`src/rtl/aes_sub_pkg.sv`:
```
package aes_sub_pkg;

    localparam int BYTE_W     = 8;
    localparam int FIELD_SIZE = 1 << BYTE_W;
    localparam int GROUP_ORD  = FIELD_SIZE - 1;

    typedef logic [BYTE_W-1:0]                  gf_byte_t;
    typedef logic [BYTE_W:0]                    gf_poly_t;
    typedef logic [FIELD_SIZE-1:0][BYTE_W-1:0]  gf_table_t;

    typedef enum logic {
        SUB_FWD = 1'b0,
        SUB_INV = 1'b1
    } sub_mode_e;

    localparam gf_byte_t FWD_AFF_C = 8'h63;
    localparam gf_byte_t INV_AFF_C = 8'h05;
    localparam gf_byte_t GEN_ELEM  = 8'h03;

    // multiply by x, reduced by the field polynomial
    function automatic gf_byte_t gf_xtime(gf_byte_t a, gf_poly_t poly);
        gf_byte_t sh;
        sh = {a[BYTE_W-2:0], 1'b0};
        return a[BYTE_W-1] ? (sh ^ poly[BYTE_W-1:0]) : sh;
    endfunction

    function automatic gf_byte_t gf_mul(gf_byte_t a, gf_byte_t b, gf_poly_t poly);
        gf_byte_t acc;
        gf_byte_t cur;
        acc = '0;
        cur = a;
        for (int k = 0; k < BYTE_W; k++) begin
            if (b[k]) acc = acc ^ cur;
            cur = gf_xtime(cur, poly);
        end
        return acc;
    endfunction

    // inverse table from powers of a generator: inv(g^k) = g^(ord-k)
    function automatic gf_table_t build_inv_table(gf_poly_t poly);
        gf_table_t pw;
        gf_table_t tbl;
        gf_byte_t  p;
        pw  = '0;
        tbl = '0;
        p   = 8'h01;
        for (int k = 0; k < GROUP_ORD; k++) begin
            pw[k] = p;
            p     = gf_mul(p, GEN_ELEM, poly);
        end
        for (int k = 0; k < GROUP_ORD; k++) begin
            tbl[pw[k]] = pw[(GROUP_ORD - k) % GROUP_ORD];
        end
        tbl[0] = '0;
        return tbl;
    endfunction

endpackage

```
`src/rtl/gf_inv_lut.sv`:
```
module gf_inv_lut
    import aes_sub_pkg::*;
#(
    parameter gf_poly_t POLY = 9'h11B
) (
    input  gf_byte_t a_i,
    output gf_byte_t inv_o
);

    localparam gf_table_t INV_TABLE = build_inv_table(POLY);

    assign inv_o = INV_TABLE[a_i];

endmodule

```
`src/rtl/gf_affine.sv`:
```
module gf_affine
    import aes_sub_pkg::*;
#(
    parameter bit INVERSE = 1'b0
) (
    input  gf_byte_t x_i,
    output gf_byte_t y_o
);

    for (genvar i = 0; i < BYTE_W; i++) begin : g_bit
        if (!INVERSE) begin : g_fwd
            assign y_o[i] = x_i[i]
                          ^ x_i[(i + 4) % BYTE_W]
                          ^ x_i[(i + 5) % BYTE_W]
                          ^ x_i[(i + 6) % BYTE_W]
                          ^ x_i[(i + 7) % BYTE_W]
                          ^ FWD_AFF_C[i];
        end else begin : g_inv
            assign y_o[i] = x_i[(i + 2) % BYTE_W]
                          ^ x_i[(i + 5) % BYTE_W]
                          ^ x_i[(i + 7) % BYTE_W]
                          ^ INV_AFF_C[i];
        end
    end

endmodule

```
`src/rtl/aes_sbox_dual.sv`:
```
module aes_sbox_dual
    import aes_sub_pkg::*;
#(
    parameter gf_poly_t POLY = 9'h11B
) (
    input  logic        mode_i,
    input  logic [7:0]  byte_i,
    output logic [7:0]  byte_o
);

    sub_mode_e mode;
    gf_byte_t  pre_aff;
    gf_byte_t  inv_in;
    gf_byte_t  inv_out;
    gf_byte_t  post_aff;

    assign mode = sub_mode_e'(mode_i);

    // inverse direction: undo the affine map before inversion
    gf_affine #(.INVERSE(1'b1)) u_aff_pre (
        .x_i (byte_i),
        .y_o (pre_aff)
    );

    always_comb begin
        inv_in = (mode == SUB_INV) ? pre_aff : byte_i;
    end

    gf_inv_lut #(.POLY(POLY)) u_inv (
        .a_i   (inv_in),
        .inv_o (inv_out)
    );

    // forward direction: affine map after inversion
    gf_affine #(.INVERSE(1'b0)) u_aff_post (
        .x_i (inv_out),
        .y_o (post_aff)
    );

    always_comb begin
        byte_o = (mode == SUB_INV) ? inv_out : post_aff;
    end

endmodule

```
`config.mk`:
```
export PLATFORM = sky130hd
export DESIGN_NAME = aes_sbox_dual
export DESIGN_NICKNAME = d
export VERILOG_FILES = /design/src/rtl/aes_sub_pkg.sv /design/src/rtl/gf_inv_lut.sv /design/src/rtl/gf_affine.sv /design/src/rtl/aes_sbox_dual.sv
export SDC_FILE = /design/constraint.sdc
export NUM_CORES = 1
export LEC_CHECK = 0
export BUFFER_PORTS_ARGS = -buffer_cell sky130_fd_sc_hd__buf_4
export CORE_MARGIN = 2
export CORE_UTILIZATION = 50
export DETAILED_ROUTE_END_ITERATION = 16
export PLACE_DENSITY = 0.68
export SLEW_MARGIN = 20
export SYNTH_ARGS = -nofsm -noshare
export SYNTH_HDL_FRONTEND = slang
export SYNTH_HIERARCHICAL = 1
export SYNTH_SLANG_ARGS = --single-unit
```
`constraint.sdc`:
```
create_clock -name vclk -period 5.65
set_clock_uncertainty 0.1 [all_clocks]
set_input_delay 0.8475 -clock vclk [all_inputs]
set_output_delay 0.8475 -clock vclk [all_outputs]
set_load 0.02 [all_outputs]
```
==> results.yml <==
global_routing:
  grt_pass1_vias: 5433
  grt-ovfl-total: 0
  grt_max_degree: 70
  antenna_found_initial: 0
  track_usage_pct: 47.0
  grt_pass1_wl_microns: 32100
sta:
  relSlewSlack_pct: 48.3
  worst_pin_slew_ns: 0.775
  setup_viol: 3
  max_freq_mhz: 176
  final_max_slew_viol_count: 0
  post-route-min-period_ns: 5.68
  finalCritPeriodShare_pct: 101
  fin_ws_ns: -0.0306
  hold_viol: 0
setup_path:
  slowest_stage: "xnor3_2"
  path_cells: "buf_4 -> xnor3_1 -> mux2_4 -> clkinvlp_4 -> ha_4 -> buf_12 -> nor2b_4 -> a211oi_1 -> nor3b_1 -> nor4_1 -> or3_1 -> o211ai_1 -> buf_4 -> xnor3_2 -> xnor2_2 -> mux2_4 -> buf_4"
  cp_top_family: "XOR/XNOR gates"
  slowest_delay_ns: 0.42
  cp_data_arrival_time_ns: 4.73
  path_common_cell: "buf_4"
  critical_path_class: "primary input to primary output"
  crit_buf_inv: 5
  cp.required_ns: 4.70
  worstSetupEndpointType: "primary output"
  crit_path_start_kind: "primary input"
  crit_path_max_fanout: 11
floorplan:
  die_height_microns: 95.2
  io-pin-count: 17
  die_w_microns: 95.2
  initial_utilization_pct: 51.1
  die_area_sq_um: 9050
  row_count: 33
  fp.coreArea_sq_um: 8130
finish:
  final_common_cell: "buf_4"
  final_util_pct: 63.4
  drive_gt1_share_pct: 30.8
  final_cell_mix: "123 x buf_4, 57 x nand2_1, 49 x a21oi_1, 49 x o21ai_0, 44 x nor2_1"
  clockBufferCount: 0
  n_antenna_cell: 0
  areaGrowthSynthToFinish_pct: 24.1
  design.seq.count: 0
  final-instance-count-excl-fill: 776
  final_net_count: 696
  area.sequential_sq_um: 0
power:
  peakVddDrop_uv: 192
  power_density_nw_per_um2: 343
  power.switching_uw: 971
  p_leak_uw: 0.00208
  clockPowerShare_pct: 0
  swShare_pct: 55.0
  power_frac_comb_pct: 100.0
  pwr-share-seq_pct: 0
  internal_power_uw: 795
route:
  dr.pass1.iters: 6
  post_drt_wl_per_cell_microns: 28.3
  drc_errors: 0
  ant_nets: 0
  vias: 6020
  drt-total-wl_microns: 22000
  drt_iter0_markers: 1191
  vias_per_cell: 7.76
synth:
  yosysTopAreaCellShare_pct: 6.27
  yosysUniqueCellTypes: 76
  syn_nets: 634
  seq_area_frac_synth_pct: 0
  yosys.area.top_type: "o21ai_0"
  postSynthCellCount: 611
  synth_area_leaders: "o21ai_0 6.3%, a21oi_1 6.0%, nand2_1 5.2%"
  synth_area_per_cell_sq_um: 6.80
  ys_warn_count: 6
  synthesis.area_sq_um: 4150
cts:
  cts_hold_buf: 0
place:
  io_buffer_count: 17
  dp_slack_ns: -0.0529
  gp_congestion: 1.18
  dp.cells: 767
  dpl.hpwl_microns: 15800
run_status:
  violations: "negative setup slack"
  status: "finished with violations"
flow_run:
  cap_violations: 0
hold_path:
  hold_path.class: "primary input to primary output"
[routing by layer]
metal,part of all wire [%],GRT usage (%)
met5,0,0
met4,9.5,25.8
met3,17,13.8
met2,39,69.0
met1,34,61.3
[Yosys cell counts (13+ instances only)]
| master | instances |
|---|---|
| clkbuf_1 | 17 |
| o211ai_1 | 13 |
| a21oi_1 | 50 |
| o21ai_0 | 52 |
| nor2b_1 | 13 |
| a311oi_1 | 17 |
| a31oi_1 | 18 |
| nand2b_1 | 24 |
| nand2_1 | 58 |
| nand3_1 | 26 |
| buf_2 | 33 |
| nor2_1 | 46 |
| nor3_1 | 19 |
| ha_1 | 14 |
[worst paths after layout]
check,startpoint,endpoint,cells after the start
max,byte_i[7],byte_o[3],17
min,mode_i,byte_o[6],4
[power by group through the flow]
stage	clock [uW]	sequential, uW	combinational [uW]
2_1_floorplan	0	0	1020
3_3_place_gp	0	0	1550
3_5_place_dp	0	0	1570
4_1_cts	0	0	1580
5_1_grt	0	0	1830
6_report	0	0	1770
[kinds of logic after synthesis]
group                      synth area share (%)
AOI/OAI and AO/OA                          39.8
xor gates and xnor gates                   10.5
adders and majority gates                  4.22
buffers and inverters                      11.4
muxes                                      7.83
and+or+nand+nor                            26.1
[final cells by class]
cell class / instances / area (sq um)
multi-input cells: 529 / 3920
repair buffers: 131 / 1060
fillers: 741 / 2980
inverters: 11 / 47.5
well taps: 105 / 131
[repair_timing]
| action | in CTS | in global routing |
|---|---|---|
| gates cloned | 0 | 3 |
| buffers inserted | 0 | 6 |
| resized for setup | 4 | 54 |
| pin swaps | 0 | 14 |
| setup endpoints to repair | 6 | 8 |
[metrics by stage]
| stage | hold WS [ns] | area [sq um] | total power (uW) | TNS, ns |
|---|---|---|---|---|
| floorplan | 1.92 | 4150 | 1020 | 0 |
| global placement | 2.26 | 4830 | 1550 | -0.0183 |
| detailed placement | 2.29 | 4830 | 1570 | -0.104 |
| CTS | 2.29 | 4840 | 1580 | 0 |
| global route | 2.33 | 5160 | 1830 | -0.210 |
| finish | 2.30 | 5160 | 1770 | -0.0469 |
Note: power is estimated with default switching activity, not from simulation.
